$ cat src/rtl/kbd_pkg.sv
package kbd_pkg;
  // Code byte layout: {ctrl, shift, row[2:0], col[2:0]}
  localparam int ROW_W  = 3;
  localparam int COL_W  = 3;
  localparam int RET_W  = 1 << COL_W;
  localparam int CODE_W = 2 + ROW_W + COL_W;
  localparam int SCAN_W = 4;
  localparam int DIGITS = 1 << SCAN_W;
  localparam int DEC_W  = 2;

  typedef enum logic [1:0] {
    DB_IDLE  = 2'd0,
    DB_WAIT  = 2'd1,
    DB_CHECK = 2'd2,
    DB_HELD  = 2'd3
  } db_state_e;
endpackage

$ cat src/rtl/kbd_scan_timer.sv
module kbd_scan_timer
  import kbd_pkg::*;
#(
  parameter int PRESCALE = 64
) (
  input  logic              clk,
  input  logic              rst_n,
  input  logic              restart,
  input  logic              decoded,
  output logic              tick,
  output logic [SCAN_W-1:0] cnt,
  output logic [SCAN_W-1:0] scan_o
);
  localparam int PS_W = (PRESCALE > 1) ? $clog2(PRESCALE) : 1;

  logic [PS_W-1:0]   presc_q, presc_d;
  logic [SCAN_W-1:0] cnt_q, cnt_d;

  assign tick = (presc_q == PS_W'(PRESCALE - 1));

  always_comb begin
    presc_d = presc_q;
    cnt_d   = cnt_q;
    if (restart) begin
      presc_d = '0;
      cnt_d   = '0;
    end else if (tick) begin
      presc_d = '0;
      if (decoded) cnt_d = {{(SCAN_W-DEC_W){1'b0}}, cnt_q[DEC_W-1:0] + DEC_W'(1)};
      else         cnt_d = cnt_q + SCAN_W'(1);
    end else begin
      presc_d = presc_q + PS_W'(1);
    end
  end

  always_ff @(posedge clk or negedge rst_n) begin
    if (!rst_n) begin
      presc_q <= '0;
      cnt_q   <= '0;
    end else begin
      presc_q <= presc_d;
      cnt_q   <= cnt_d;
    end
  end

  assign cnt = cnt_q;

  always_comb begin
    if (decoded) scan_o = SCAN_W'(1) << cnt_q[DEC_W-1:0];
    else         scan_o = cnt_q;
  end

  // binary count steps by one on each tick in encoded mode
  p_count_step_r1: assert property (@(posedge clk) disable iff (!rst_n)
    (tick && !restart && !decoded) |=> (SCAN_W'(cnt_q - $past(cnt_q)) == SCAN_W'(1)));

  // decoded mode keeps the count within the four-digit range
  p_dec_range_r2: assert property (@(posedge clk) disable iff (!rst_n)
    decoded |-> (cnt_q[SCAN_W-1:DEC_W] == '0));
endmodule

$ cat src/rtl/kbd_debounce.sv
module kbd_debounce
  import kbd_pkg::*;
#(
  parameter int DEBOUNCE = 1250000
) (
  input  logic             clk,
  input  logic             rst_n,
  input  logic             restart,
  input  logic             tick,
  input  logic             row_valid,
  input  logic [ROW_W-1:0] row,
  input  logic [RET_W-1:0] ret_i,
  output logic             key_push,
  output logic [ROW_W-1:0] key_row,
  output logic [COL_W-1:0] key_col
);
  localparam int DB_W = $clog2(DEBOUNCE + 1);

  db_state_e        st_q, st_d;
  logic [DB_W-1:0]  deb_q, deb_d;
  logic [ROW_W-1:0] row_q, row_d;
  logic [COL_W-1:0] col_q, col_d;
  logic [COL_W-1:0] first_col;
  logic             at_row;

  // lowest-numbered closed return line
  always_comb begin
    first_col = '0;
    for (int i = RET_W - 1; i >= 0; i--) begin
      if (ret_i[i]) first_col = COL_W'(i);
    end
  end

  assign at_row = tick && row_valid && (row == row_q);

  always_comb begin
    st_d     = st_q;
    deb_d    = deb_q;
    row_d    = row_q;
    col_d    = col_q;
    key_push = 1'b0;
    if (restart) begin
      st_d = DB_IDLE;
    end else begin
      unique case (st_q)
        DB_IDLE: begin
          if (tick && row_valid && (|ret_i)) begin
            st_d  = DB_WAIT;
            deb_d = DB_W'(DEBOUNCE);
            row_d = row;
            col_d = first_col;
          end
        end
        DB_WAIT: begin
          if (deb_q == '0) st_d  = DB_CHECK;
          else             deb_d = deb_q - DB_W'(1);
        end
        DB_CHECK: begin
          if (at_row) begin
            if (ret_i[col_q]) begin
              key_push = 1'b1;
              st_d     = DB_HELD;
            end else begin
              st_d = DB_IDLE;
            end
          end
        end
        DB_HELD: begin
          if (at_row && !ret_i[col_q]) st_d = DB_IDLE;
        end
      endcase
    end
  end

  always_ff @(posedge clk or negedge rst_n) begin
    if (!rst_n) begin
      st_q  <= DB_IDLE;
      deb_q <= '0;
      row_q <= '0;
      col_q <= '0;
    end else begin
      st_q  <= st_d;
      deb_q <= deb_d;
      row_q <= row_d;
      col_q <= col_d;
    end
  end

  assign key_row = row_q;
  assign key_col = col_q;

  // the re-check phase is entered only once the debounce count is spent
  p_check_after_wait_r4: assert property (@(posedge clk) disable iff (!rst_n)
    $rose(st_q == DB_CHECK) |-> ($past(st_q) == DB_WAIT && $past(deb_q) == '0));

  // one accepted key produces a single push
  p_single_push_r6: assert property (@(posedge clk) disable iff (!rst_n)
    key_push |=> !key_push);
endmodule

$ cat src/rtl/kbd_key_fifo.sv
module kbd_key_fifo
  import kbd_pkg::*;
#(
  parameter int DEPTH = 8
) (
  input  logic                       clk,
  input  logic                       rst_n,
  input  logic                       push,
  input  logic [CODE_W-1:0]          din,
  input  logic                       pop,
  input  logic                       ovf_clr,
  output logic [CODE_W-1:0]          dout,
  output logic                       empty,
  output logic                       full,
  output logic                       ovf,
  output logic [$clog2(DEPTH+1)-1:0] count
);
  localparam int PTR_W = (DEPTH > 1) ? $clog2(DEPTH) : 1;
  localparam int CNT_W = $clog2(DEPTH + 1);

  logic [PTR_W-1:0]  wr_q, wr_d, rd_q, rd_d;
  logic [CNT_W-1:0]  cnt_q, cnt_d;
  logic              ovf_q, ovf_d;
  logic              do_push, do_pop;
  logic [CODE_W-1:0] slot_w [DEPTH];

  assign empty   = (cnt_q == '0);
  assign full    = (cnt_q == CNT_W'(DEPTH));
  assign do_push = push && !full;
  assign do_pop  = pop && !empty;

  function automatic logic [PTR_W-1:0] ptr_inc(input logic [PTR_W-1:0] p);
    return (p == PTR_W'(DEPTH - 1)) ? '0 : p + PTR_W'(1);
  endfunction

  always_comb begin
    wr_d  = do_push ? ptr_inc(wr_q) : wr_q;
    rd_d  = do_pop  ? ptr_inc(rd_q) : rd_q;
    cnt_d = cnt_q;
    if (do_push && !do_pop)      cnt_d = cnt_q + CNT_W'(1);
    else if (do_pop && !do_push) cnt_d = cnt_q - CNT_W'(1);
    ovf_d = ovf_q;
    if (ovf_clr)      ovf_d = 1'b0;
    if (push && full) ovf_d = 1'b1;
  end

  always_ff @(posedge clk or negedge rst_n) begin
    if (!rst_n) begin
      wr_q  <= '0;
      rd_q  <= '0;
      cnt_q <= '0;
      ovf_q <= 1'b0;
    end else begin
      wr_q  <= wr_d;
      rd_q  <= rd_d;
      cnt_q <= cnt_d;
      ovf_q <= ovf_d;
    end
  end

  for (genvar g = 0; g < DEPTH; g++) begin : g_slot
    logic [CODE_W-1:0] data_q;
    logic              we;
    assign we = do_push && (wr_q == PTR_W'(g));
    always_ff @(posedge clk or negedge rst_n) begin
      if (!rst_n)  data_q <= '0;
      else if (we) data_q <= din;
    end
    assign slot_w[g] = data_q;
  end

  assign dout  = slot_w[rd_q];
  assign ovf   = ovf_q;
  assign count = cnt_q;

  // a push into a full FIFO leaves the fill level alone and flags overflow
  p_no_overflow_r9: assert property (@(posedge clk) disable iff (!rst_n)
    (full && push && !pop) |=> (cnt_q == $past(cnt_q) && ovf_q));

  // depth never exceeded
  p_depth_bound_r7: assert property (@(posedge clk) disable iff (!rst_n)
    cnt_q <= CNT_W'(DEPTH));

  // a pop with no push drops the fill level by one
  p_pop_step_r8: assert property (@(posedge clk) disable iff (!rst_n)
    (pop && !empty && !push) |=> (cnt_q == $past(cnt_q) - CNT_W'(1)));
endmodule

$ cat src/rtl/kbd_disp_ram.sv
module kbd_disp_ram
  import kbd_pkg::*;
#(
  parameter int BYTE_W = 8
) (
  input  logic              clk,
  input  logic              rst_n,
  input  logic              set_addr,
  input  logic [SCAN_W-1:0] addr_in,
  input  logic              wr,
  input  logic [BYTE_W-1:0] wdata,
  input  logic [SCAN_W-1:0] digit,
  output logic [BYTE_W-1:0] seg
);
  logic [SCAN_W-1:0] addr_q, addr_d;
  logic [BYTE_W-1:0] byte_w [DIGITS];

  always_comb begin
    addr_d = addr_q;
    if (set_addr) addr_d = addr_in;
    else if (wr)  addr_d = addr_q + SCAN_W'(1);
  end

  always_ff @(posedge clk or negedge rst_n) begin
    if (!rst_n) addr_q <= '0;
    else        addr_q <= addr_d;
  end

  for (genvar g = 0; g < DIGITS; g++) begin : g_byte
    logic [BYTE_W-1:0] data_q;
    logic              we;
    assign we = wr && (addr_q == SCAN_W'(g));
    always_ff @(posedge clk or negedge rst_n) begin
      if (!rst_n)  data_q <= '0;
      else if (we) data_q <= wdata;
    end
    assign byte_w[g] = data_q;
  end

  assign seg = byte_w[digit];

  // every data write advances the display address by one
  p_autoinc_r10: assert property (@(posedge clk) disable iff (!rst_n)
    (wr && !set_addr) |=> (SCAN_W'(addr_q - $past(addr_q)) == SCAN_W'(1)));
endmodule

$ cat src/rtl/kbd_scan_ctrl.sv
module kbd_scan_ctrl
  import kbd_pkg::*;
#(
  parameter int PRESCALE   = 64,
  parameter int DEBOUNCE   = 1250000,
  parameter int FIFO_DEPTH = 8
) (
  input  logic              clk,
  input  logic              rst_n,
  input  logic              host_cmd,
  input  logic              host_wr,
  input  logic              host_rd,
  input  logic [7:0]        host_wdata,
  output logic [7:0]        host_rdata,
  input  logic [RET_W-1:0]  ret_i,
  input  logic              shift_i,
  input  logic              ctrl_i,
  output logic [SCAN_W-1:0] scan_o,
  output logic [7:0]        seg_o,
  output logic              irq_o
);
  localparam int FCNT_W = $clog2(FIFO_DEPTH + 1);

  logic              rst_s1_q, rst_s2_q, rst_int;
  logic              dec_q, dec_d;
  logic [7:0]        rdata_q, rdata_d;
  logic              cmd_wr, mode_wr, ovf_clr, addr_set, data_wr, pop;
  logic              tick, row_valid;
  logic [SCAN_W-1:0] cnt, digit;
  logic              key_push;
  logic [ROW_W-1:0]  key_row;
  logic [COL_W-1:0]  key_col;
  logic [CODE_W-1:0] key_code, head;
  logic              f_empty, f_full, f_ovf;
  logic [FCNT_W-1:0] f_count;
  logic [7:0]        status;

  // asynchronous assert, synchronous release
  always_ff @(posedge clk or negedge rst_n) begin
    if (!rst_n) begin
      rst_s1_q <= 1'b0;
      rst_s2_q <= 1'b0;
    end else begin
      rst_s1_q <= 1'b1;
      rst_s2_q <= rst_s1_q;
    end
  end
  assign rst_int = rst_s2_q;

  // host decode
  assign cmd_wr   = host_wr && host_cmd;
  assign mode_wr  = cmd_wr && (host_wdata[7:6] == 2'b00);
  assign ovf_clr  = cmd_wr && (host_wdata[7:6] == 2'b01);
  assign addr_set = cmd_wr && host_wdata[7];
  assign data_wr  = host_wr && !host_cmd;
  assign pop      = host_rd && !host_cmd && !f_empty;

  assign status = {f_ovf, f_full, {(6 - FCNT_W){1'b0}}, f_count};

  always_comb begin
    dec_d = dec_q;
    if (mode_wr) dec_d = host_wdata[0];
    rdata_d = rdata_q;
    if (host_rd) begin
      if (host_cmd)     rdata_d = status;
      else if (f_empty) rdata_d = '0;
      else              rdata_d = head;
    end
  end

  always_ff @(posedge clk or negedge rst_int) begin
    if (!rst_int) begin
      dec_q   <= 1'b0;
      rdata_q <= '0;
    end else begin
      dec_q   <= dec_d;
      rdata_q <= rdata_d;
    end
  end

  kbd_scan_timer #(.PRESCALE(PRESCALE)) u_scan (
    .clk     (clk),
    .rst_n   (rst_int),
    .restart (mode_wr),
    .decoded (dec_q),
    .tick    (tick),
    .cnt     (cnt),
    .scan_o  (scan_o)
  );

  assign row_valid = !cnt[SCAN_W-1];
  assign digit     = dec_q ? {{(SCAN_W-DEC_W){1'b0}}, cnt[DEC_W-1:0]} : cnt;

  kbd_debounce #(.DEBOUNCE(DEBOUNCE)) u_deb (
    .clk       (clk),
    .rst_n     (rst_int),
    .restart   (mode_wr),
    .tick      (tick),
    .row_valid (row_valid),
    .row       (cnt[ROW_W-1:0]),
    .ret_i     (ret_i),
    .key_push  (key_push),
    .key_row   (key_row),
    .key_col   (key_col)
  );

  assign key_code = {ctrl_i, shift_i, key_row, key_col};

  kbd_key_fifo #(.DEPTH(FIFO_DEPTH)) u_fifo (
    .clk     (clk),
    .rst_n   (rst_int),
    .push    (key_push),
    .din     (key_code),
    .pop     (pop),
    .ovf_clr (ovf_clr),
    .dout    (head),
    .empty   (f_empty),
    .full    (f_full),
    .ovf     (f_ovf),
    .count   (f_count)
  );

  kbd_disp_ram #(.BYTE_W(8)) u_disp (
    .clk      (clk),
    .rst_n    (rst_int),
    .set_addr (addr_set),
    .addr_in  (host_wdata[SCAN_W-1:0]),
    .wr       (data_wr),
    .wdata    (host_wdata),
    .digit    (digit),
    .seg      (seg_o)
  );

  assign irq_o      = !f_empty;
  assign host_rdata = rdata_q;

  // the interrupt only drops as a result of a host data read
  p_irq_fall_r8: assert property (@(posedge clk) disable iff (!rst_int)
    $fell(irq_o) |-> $past(host_rd && !host_cmd));

  // read data holds between read strobes
  p_rdata_hold_r12: assert property (@(posedge clk) disable iff (!rst_int)
    !$past(host_rd) |-> $stable(host_rdata));
endmodule

$ cat config.mk
export PLATFORM = sky130hd
export DESIGN_NAME = kbd_scan_ctrl
export DESIGN_NICKNAME = d
export VERILOG_FILES = /design/src/rtl/kbd_pkg.sv /design/src/rtl/kbd_scan_timer.sv /design/src/rtl/kbd_debounce.sv /design/src/rtl/kbd_key_fifo.sv /design/src/rtl/kbd_disp_ram.sv /design/src/rtl/kbd_scan_ctrl.sv
export SDC_FILE = /design/constraint.sdc
export NUM_CORES = 1
export LEC_CHECK = 0
export BUFFER_PORTS_ARGS = -buffer_cell sky130_fd_sc_hd__clkbuf_2
export CORE_MARGIN = 4
export CORE_UTILIZATION = 32
export DETAILED_ROUTE_END_ITERATION = 8
export HOLD_SLACK_MARGIN = 0.15
export MAX_ROUTING_LAYER = met4
export PLACE_DENSITY = 0.51
export SETUP_SLACK_MARGIN = 0.1
export SLEW_MARGIN = 40
export SYNTH_ARGS = -nofsm -noshare
export SYNTH_HDL_FRONTEND = slang
export SYNTH_SLANG_ARGS = --single-unit
export TNS_END_PERCENT = 1
$ cat constraint.sdc
create_clock -name clk -period 9.2 [get_ports clk]
set_input_delay 1.84 -clock clk [delete_from_list [all_inputs] [get_ports clk]]
set_output_delay 1.84 -clock clk [all_outputs]
set_load 0.02 [all_outputs]
==> results of run 1 <==
layout by cell type, fill, tap and decap left out, types with 5 or more instances in the layout:
master     netlist  routed
mux2_4          14      14
mux4_2          48      48
ha_1            21      21
o21ai_0         23      23
a211oi_1         8       8
clkbuf_8         0       6
nor2_1          37      34
nand3b_1         7       7
dfrtp_1        257     253
mux2_2         187     187
nor4_1          12      11
nand2_1         66      66
nand3_1         11      11
nand2b_1        13      12
or2_2            6       6
a31oi_1          9       9
or3_1           11      11
inv_1           20      20
clkbuf_16        0      29
clkinv_2         0       9
xnor2_1         21      21
nor3_1          21      16
nor2b_1          6       6
or4_1            7       6
and2_1           8       8
clkbuf_2         0      43
a21oi_1         22      22
a22oi_1          6       6
nor4_2           4       5
buf_4            3      10
logic make-up (layout without fill, tap and decap cells):
kind of cell	after synthesis	in the layout
other	1	2
buffers and inverters	82	128
adders and majority gates	22	22
muxes	253	253
DFF	257	257
AOI/OAI and AO/OA	94	94
and+or+nand+nor	231	231
xor gates and xnor gates	24	24
power breakdown:
group          internal [mW]  leakage, nW  total (mW)  switching (mW)
sequential              1.43         3.33        1.66           0.225
combinational          0.488         2.54       0.890           0.402
clock                  0.705        0.483        1.16           0.459
total                   2.63         6.34        3.71            1.09
state kept, by name, summed over array words and instances (netlist names), 3 cells and up:
register / flops
u_deb.key_row: 3
u_fifo.rd_q: 3
u_deb.deb_q: 21
u_disp.addr_q: 4
host_rdata: 8
u_scan.cnt: 4
u_fifo.g_slot.data_q: 64
u_deb.key_col: 3
u_fifo.wr_q: 3
u_scan.presc_q: 6
u_fifo.count: 4
u_disp.g_byte.data_q: 128
worst max-delay path, stage by stage, from the launching register on:
cell and delay, ns:
dfrtp_4 0.71, mux4_2 0.58, and2_1 0.17, a211oi_1 0.46
a31oi_1 0.11, clkbuf_2 0.19
stage by stage:
| step | setup slack, ns | std cells |
|---|---|---|
| finish | 4.57 | 1529 |
| global route | 4.36 | 1529 |
| CTS | 4.31 | 1527 |
| detailed placement | 4.33 | 1476 |
| global placement | 4.33 | 1476 |
| floorplan | 1.51 | 964 |
metal layers:
layer  vias to the layer above  wire length, um
met5                         -                0
met4                         0              468
met3                        27             1130
met2                        89            13300
met1                      3959            13600
li1                       3544                -
worst paths after layout:
check                                           from                                 endpoint  depth (start not counted)  slack (ns)
min in group clk                  rst_s1_q$_DFF_PN0_                        rst_int$_DFF_PN0_                          0        0.35
setup / recovery           u_scan.cnt[0]$_DFFE_PN0P_                                 seg_o[0]                          5        4.57
hold reg to reg                    rst_int$_DFF_PN0_  u_disp.g_byte[13].data_q[3]$_DFFE_PN0P_                          0        0.22
hold / removal                     rst_int$_DFF_PN0_  u_disp.g_byte[13].data_q[3]$_DFFE_PN0P_                          0        0.22
max in group asynchronous          rst_int$_DFF_PN0_   u_fifo.g_slot[0].data_q[7]$_DFFE_PN0P_                          3        7.22
setup reg to reg           u_scan.cnt[0]$_DFFE_PN0P_              u_fifo.count[3]$_DFFE_PN0P_                         12        5.66
area by class of cell:
cell class / instances / area (sq um)
antenna: 1 / 2.50
clock buffer: 39 / 823
clock inverter: 12 / 135
fill: 3783 / 24400
inverter: 20 / 75.1
multi-input combinational: 625 / 5890
sequential: 257 / 6440
tap: 518 / 648
timing repair buffer: 57 / 344
==> metrics.md, run 1 <==
| Metric | Value |
|---|---|
| CTS tree | yes |
| Post-synth EDFFs | 0 |
| Met3 usage | 2.29% |
| Main combinational cell family by area after synthesis | multiplexers |
| Via-to-Cell Ratio | between 4 and 5 |
| CP arrival | 2.79 ns |
| Max-Slew Margin vs Limit | a little over two fifths |
| Detailed-route wire length per cell | between 15 and 20 um |
| Outcome | finished clean |
| Global-route wire length before repair | around 47000 um |
| Boundary Pins | 44 |
| Vert. Die Dim | 206 um |
| Crit path max fanout | 20 |
| Compound-Gate Fraction of Synth Area | 4.70% |
| Least-Margin Pin Slew | 0.867 ns |
| Primary FF master, synth | dfrtp_1 |
| Worst clock skew | 0.0202 ns |
| Hold Path Class | reg2async |
| Clock buffer count from CTS | 29 |
| PortBufs | 43 |
| Tot GR Track Use | 14.2% |
| Clock Path Buffers | 3 |
| Yosys top cell area share | 51.1% |
| Power per cell area | 258 nW/um^2 |
| Clk sinks | between 200 and 300 |
| Period utilization | between 50% and 60% |
| Register area share after synthesis | 51.1% |
| Share of cells above drive strength 1 | between 30% and 40% |
| Starting Density | about 32% |
| Proportion of synthesized area in mux cells | 27.3% |
| Max-cap viol count | 0 |
| WHS | 0.223 ns |
| Avg Inst Size Synth | approximately 13 sq um |
| Syn-to-layout area delta | 14.2% |
| Remaining antenna violation count | 0 |
| Post-Synthesis Cell Area | 12600 sq um |
| RSZ-0062 raised after global routing | false |
| Simple-Gate Fraction of Synth Area | around a tenth |
| Drt first pass iters | 4 |
| Startpoint types | flop |
| Gr busiest metal | met2 |
| Starting DRT DRC Count | between 400 and 500 |
| Routed WL | between 20000 and 30000 um |
| H-tree levels | 1 |
| Post-CTS sizing | 0 |
| Min cycle time layout | approximately 4.6 ns |
| Synth area leaders | dfrtp_1 (51%), mux2_2 (17%), mux4_2 (8.6%), ha_1 (2.1%), nand2_1 (2.0%) |
| Post-CTS Hold Buffers | 0 |
| Peak supply drop | 0.137 mV |
| Post-CTS Repair Setup Buffers | 0 |
| Clk root buf | clkbuf_16 |
| Global routing met2 resource utilization | approximately a fifth |
| Syn. warnings | 0 |
| Post-DP HPWL | 18600 um |
| Setup CP Type | reg2out |
| Synth Area in Adders | 2.25% |
| RePlAce Congestion | just under 0.8 |
| Chip width | 206 um |
| Count leader, synth | dfrtp_1 |
| Yosys top cell by area | dfrtp_1 |
| Flops & latches, synth | ~260 |
| Design area | 14400 sq um |
| Rows | between 70 and 80 |
| Gr ovfl total | 0 |
| Syn Inst Count | ~960 |
| List of most frequent post-synthesis cells | dfrtp_1 (257), mux2_2 (187), nand2_1 (66) |
| Cell variety after synth | 57 |
| Hold violation count in the final report | 0 |
| Async SR Flop Fraction | 100% |
| # DRC | 0 |
| Setup crit end kind | output pin |
| Endpoints failing setup | 0 |
| Final slew viol count | 0 |
| Initial antenna violation count | 1 |
| Clk slew on worst S/H paths | approximately 0.060 ns |
| Syn Nets | between 1000 and 1500 |
| Nets | 1035 |
| Vias | around 7600 |
| Placed cell areas | approximately 13000 sq um |
| Final Power | 3.71 mW |
| Leakage power figure | 6.34 nW |
| Required @ worst endpoint | between 7 and 8 ns |
| XOR/XNOR share of the synthesized area | roughly 1.7% |
| Core box area | 38700 sq um |
| Final Util | a little under two fifths |
| Max Clock Freq | between 200 and 250 MHz |
| Die area | 42500 sq um |
| Final setup TNS | 0 ns |
| Vias in the first global route | approximately 7900 |
| Clock latency on the worst-skew pair | between 0.5 and 0.6 ns |
| Largest net degree at the start of global routing | 71 |
| Met1 usage | between 20% and 30% |
No activity file was read; power rests on OpenSTA's default activity.
==> run 2, diff against run 1 <==
Clock period 9.2 ns to 4.75 ns, I/O delays scaled along.
==> run 2 against run 1 <==
  * Clock power increased by 110%
  * Clock skew is 0.0046 ns higher
  * Total power rose by 99%
  * Non-clock buffer count grew 6
  * Largest cell class unchanged
==> metrics.md, run 2 (synthesis gave the netlist of run 1 again) <==
| Metric | Value |
|---|---|
| Final Power | around 7.4 mW |
| Core box area | approximately 39000 sq um |
| Vias | a little under 8000 |
| Routed WL | a little under 30000 um |
| Final setup TNS | 0 ns |
| Worst clock skew | 0.0247 ns |
| Biggest cell delay along the critical path | 0.58 ns |
| Commonest non-fill, non-tap cells in the layout | dfrtp_1 (253), mux2_2 (187), nand2_1 (66) |
| Post-CTS sizing | 0 |
| Worst reg-to-reg path cell count | 13 |
| Setup slack, reg-to-reg | 1.31 ns |
| Vias in the first global route | ~8000 |
| Hold Path Class | in2async |
| Max-cap viol count | 0 |
| Setup crit end kind | output pin |
| Boundary Pins | 44 |
| Clock buffer count from CTS | 30 |
| Post-DP HPWL | approximately 19000 um |
| Largest net degree at the start of global routing | between 100 and 150 |
| Setup CP Type | reg2out |
| CTS tree | yes |
| Required @ worst endpoint | approximately 3.8 ns |
| Rows | 72 |
| Peak supply drop | 0.290 mV |
| Detailed-route wire length per cell | between 15 and 20 um |
| # DRC | 0 |
| Tot GR Track Use | between 10 and 15% |
| Most common cell after layout, fill and taps aside | dfrtp_1 |
| Hold violation count in the final report | 0 |
| RePlAce Congestion | around 0.79 |
| Syn-to-layout area delta | 15.4% |
| Clock Path Buffers | 3 |
| CP arrival | ~3 ns |
| Largest regs | u_disp.g_byte.data_q x128, u_fifo.g_slot.data_q x64, u_deb.deb_q x21 |
| RSZ-0062 raised after global routing | false |
| Gr ovfl total | 0 |
| Remaining antenna violation count | 0 |
| Drt first pass iters | 5 |
| Min cycle time layout | 3.94 ns |
| Clk root buf | clkbuf_16 |
| Period utilization | 82.9% |
| Global-route wire length before repair | approximately 48000 um |
| Least-Margin Pin Slew | just over 0.7 ns |
| Power per cell area | 508 nW/um^2 |
| Startpoint types | flop |
| Crit path max fanout | 26 |
| Cell Chain, Critical Path | buf_4, mux4_2, and2_1, a211oi_1, a31oi_1, clkbuf_2 |
| R2R Path Start | u_scan.presc_q[0]$_DFF_PN0_ |
| Largest reg by FF count | u_disp.g_byte.data_q |
| Max Clock Freq | 254 MHz |
| Vert. Die Dim | between 200 and 250 um |
| Via-to-Cell Ratio | ~5.0 |
| Clk slew on worst S/H paths | around 0.060 ns |
| WHS | ~0.19 ns |
| H-tree levels | 1 |
| Share of cells above drive strength 1 | approximately 40% |
| Final slew viol count | 0 |
| Reg2reg end | u_fifo.count[3]$_DFFE_PN0P_ |
| PortBufs | 43 |
| Post-CTS Hold Buffers | 0 |
| Die area | about 43000 sq um |
| Max reg flops | 128 |
| Starting DRT DRC Count | just under 400 |
| Nets | about 1000 |
| Starting Density | around a third |
| Clock latency on the worst-skew pair | about 0.56 ns |
| Outcome | finished clean |
| Post-CTS Repair Setup Buffers | 0 |
| Endpoints failing setup | 0 |
| Slowest cell on crit path | dfrtp_2 |
| Clk sinks | between 200 and 300 |
| Max-Slew Margin vs Limit | 51.2% |
| Leakage power figure | between 6 and 7 nW |
| Chip width | approximately 210 um |
| Initial antenna violation count | 2 |
==> run 2: cell types whose count changed in the layout (fill, tap and decap cells not counted), sizes merged <==
cell / change
bufinv: +1
clkinvlp: +3
clkinv: -2
clkbuf: +2
buf: +6
diode: +1
==> run 2: layer usage <==
| layer | track usage, % | part of all wire (%) |
|---|---|---|
| met5 | - | 0 |
| met3 | 2.35 | 3.8 |
| met4 | 3.75 | 2.1 |
| met2 | 22.4 | 46 |
| met1 | 20.5 | 48 |
==> run 2: how the worst max path moves through the flow <==
stage	from	to	slack, ns
finish	u_scan.cnt[1]$_DFFE_PN0P_	seg_o[0]	0.81
global route	u_scan.cnt[1]$_DFFE_PN0P_	seg_o[0]	0.67
CTS	u_scan.cnt[1]$_DFFE_PN0P_	seg_o[0]	0.79
detailed placement	host_wr	u_fifo.g_slot[1].data_q[2]$_DFFE_PN0P_	1.06
global placement	host_wr	u_fifo.g_slot[1].data_q[6]$_DFFE_PN0P_	1.11
floorplan	rst_int$_DFF_PN0_	dec_q$_DFFE_PN0P_	0.53
==> run 2: worst max-delay path, delay by kind of cell (launching register included) <==
kind	cells	cell delay, ns
compound gates	2	0.59
buf+inv	2	0.67
flops	1	0.58
mux	1	0.38
simple gates	1	0.17
==> run 2: where the power goes <==
group          total [mW]  leakage, nW  switching (mW)  internal, mW
sequential           3.22         3.33           0.450          2.77
combinational        1.75         2.59           0.798         0.956
clock                2.40        0.508           0.917          1.48
==> run 2: stage by stage <==
stage / instances / util, % / area [sq um] / setup WS [ns]
finish: 1540 / 37.5 / 14500 / 0.813
global route: 1540 / 37.5 / 14500 / 0.670
CTS: 1538 / 37.4 / 14500 / 0.789
detailed placement: 1483 / 34.8 / 13500 / 1.06
global placement: 1482 / 34.6 / 13400 / 1.11
floorplan: 964 / - / 12600 / 0.534
==> run 2: layout make-up <==
cell class	instances	area, sq um
diodes	2	5.00
clock buffers	41	863
clock inverters	14	178
fillers	3772	24200
inverters	20	75.1
multi-input cells	625	5910
flip-flops and latches	257	6440
well taps	518	648
repair buffers	63	390
==> run 3, diff against run 2 <==
Clock period 4.75 ns to 3.9 ns, I/O delays scaled along.
==> run 3 against run 2 <==
  * Cell area up 1.1%
  * Non-clock buffer count up 10
  * Count of clock-buffer cells in the layout up 3
  * Critical path depth unchanged
  * Clock skew up 0.0034 ns
  * Worst setup slack worse by 0.54 ns
  * First-iteration DRC count up 7.1%
==> metrics.md, run 3 (synthesis gave the netlist of run 1 again) <==
| Metric | Value |
|---|---|
| Switching Share | 28.7% |
| Crit path max fanout | 23 |
| RePlAce Congestion | around 0.78 |
| Routed WL | roughly 29000 um |
| Clk sinks | between 200 and 300 |
| Required @ worst endpoint | between 3 and 4 ns |
| P_sw | around 2.6 mW |
| Vert. Die Dim | 206 um |
| Global-route wire length before repair | ~47000 um |
| Max Clock Freq | about 280 MHz |
| Max-Slew Margin vs Limit | just under 50% |
| Largest regs | u_disp.g_byte.data_q x128, u_fifo.g_slot.data_q x64, u_deb.deb_q x21 |
| Clock power share | about a third |
| Clock buffer count from CTS | 31 |
| Nets | 1053 |
| Worst reg-to-reg path cell count | 13 |
| Vias in the first global route | approximately 8000 |
| Chip width | between 200 and 250 um |
| Setup crit end kind | output pin |
| Outcome | finished clean |
| Peak supply drop | 0.340 mV |
| Detailed-route wire length per cell | between 15 and 20 um |
| Worst clock skew | approximately 0.028 ns |
| Endpoints failing setup | 0 |
| PortBufs | 43 |
| Setup CP Type | reg2out |
| Vias | roughly 7700 |
| Post-CTS Hold Buffers | 1 |
| Biggest cell delay along the critical path | roughly 0.57 ns |
| Remaining antenna violation count | 0 |
| H-tree levels | 1 |
| Logic pwr share | approximately 23% |
| CP arrival | ~2.9 ns |
| Post-DP HPWL | about 19000 um |
| Post-CTS sizing | 0 |
| Final slew viol count | 0 |
| Gr ovfl total | 0 |
| Post-CTS Repair Setup Buffers | 0 |
| Initial antenna violation count | 1 |
| Cell Chain, Critical Path | buf_12, mux4_2, and2_0, a211oi_1, a31oi_1, clkbuf_2 |
| Largest net degree at the start of global routing | just under 80 |
| Syn-to-layout area delta | 16.6% |
| Period utilization | between 90% and 100% |
| Via-to-Cell Ratio | ~5.0 |
| Leakage power figure | approximately 6.5 nW |
| Clk root buf | clkbuf_16 |
| Largest reg by FF count | u_disp.g_byte.data_q |
| CP endpoint | seg_o[6] |
| Slowest cell on crit path | dfrtp_2 |
| Min cycle time layout | about 3.6 ns |
| Pre-CTS WS | slightly above 0.5 ns |
| Boundary Pins | between 40 and 50 |
| Hold violation count in the final report | 0 |
| Die area | between 40000 and 50000 sq um |
| Final setup TNS | 0 ns |
| Drt first pass iters | 4 |
| Starting DRT DRC Count | roughly 420 |
| Max-cap viol count | 0 |
| Internal power | 6.60 mW |
| Most common cell after layout, fill and taps aside | dfrtp_1 |
| # DRC | 0 |
| CP startpoint | u_scan.cnt[0]$_DFFE_PN0P_ |
| Power per cell area | around 630 nW/um^2 |
| R2R Path Start | u_scan.presc_q[0]$_DFF_PN0_ |
| Core box area | ~39000 sq um |
| Least-Margin Pin Slew | between 0.7 and 0.8 ns |
| Startpoint types | flop |
| Share of cells above drive strength 1 | ~39% |
| Rows | just over 70 |
| Hold Path Class | reg2async |
| Flop pwr share | roughly 42% |
| Post-route setup slack | approximately 0.27 ns |
| Non-Filler Instances | about 1600 |
| Setup slack, reg-to-reg | between 0.5 and 0.6 ns |
| Placed cells | between 1000 and 1500 |
| Clock latency on the worst-skew pair | 0.58 ns |
| Max reg flops | between 100 and 150 |
| Tot GR Track Use | between 10% and 20% |
| Commonest non-fill, non-tap cells in the layout | dfrtp_1 (253), mux2_2 (187), nand2_1 (66) |
| CTS tree | yes |
| Starting Density | between 30% and 40% |
| WHS | between 0.2 and 0.25 ns |
| Reg2reg end | u_fifo.count[3]$_DFFE_PN0P_ |
| Clock Path Buffers | 3 |
| Final Util | 37.9% |
| Clk slew on worst S/H paths | about 0.060 ns |
| RSZ-0062 raised after global routing | false |
run 3: changes by cell type in the layout (fill, tap and decap cells not counted), sizes merged:
cell	delta
clkinvlp	-2
bufinv	+2
clkinv	-4
dlygate4sd3	+1
clkbuf	+3
buf	+9
diode	-1
inv	+3
run 3: critical path: cells and delay by family (launching register included):
family,cells,cell delay (ns)
DFF,1,0.57
and+or+nand+nor,1,0.17
AOI/OAI and AO/OA,2,0.49
muxes,1,0.53
buffers and inverters,2,0.48
run 3: layout make-up:
cell class	count	area [sq um]
fillers	3738	24100
flip-flops and latches	257	6440
multi-input cells	625	5840
clock buffers	44	925
well taps	518	648
repair buffers	73	493
clock inverters	13	243
inverters	20	75.1
diodes	1	2.50
run 3: metrics by stage:
step / area [sq um] / total power [mW]
floorplan: 12600 / 5.48
global placement: 13500 / 6.06
detailed placement: 13500 / 6.11
CTS: 14600 / 9.40
global route: 14700 / 9.80
finish: 14700 / 9.25
run 3: worst min path at each step:
stage / endpoint / from / slack (ns) / cells past startpoint
finish: u_disp.g_byte[13].data_q[0]$_DFFE_PN0P_ / rst_int$_DFF_PN0_ / 0.22 / 0
global route: u_disp.g_byte[13].data_q[0]$_DFFE_PN0P_ / rst_int$_DFF_PN0_ / 0.25 / 0
CTS: rst_int$_DFF_PN0_ / rst_s1_q$_DFF_PN0_ / 0.35 / 0
detailed placement: rst_int$_DFF_PN0_ / rst_s1_q$_DFF_PN0_ / 0.34 / 0
global placement: rst_int$_DFF_PN0_ / rst_s1_q$_DFF_PN0_ / 0.33 / 0
floorplan: rst_int$_DFF_PN0_ / rst_s1_q$_DFF_PN0_ / 0.33 / 0
run 3: power groups by stage:
stage | registers [mW] | logic [mW] | clock network [mW]
2_1_floorplan | 3.75 | 1.74 | 0
3_5_place_dp | 3.96 | 2.15 | 0
4_1_cts | 3.92 | 2.16 | 3.32
5_1_grt | 4.01 | 2.36 | 3.43
6_report | 3.91 | 2.12 | 3.22
3_3_place_gp | 3.95 | 2.12 | 0
run 3: routing by layer:
metal,vias to the layer above,wire [um],global-route usage (%)
li1,3599,-,-
met1,3980,14100,20.0
met2,83,13200,22.1
met3,39,1160,2.75
met4,0,526,3.04
met5,-,0,-
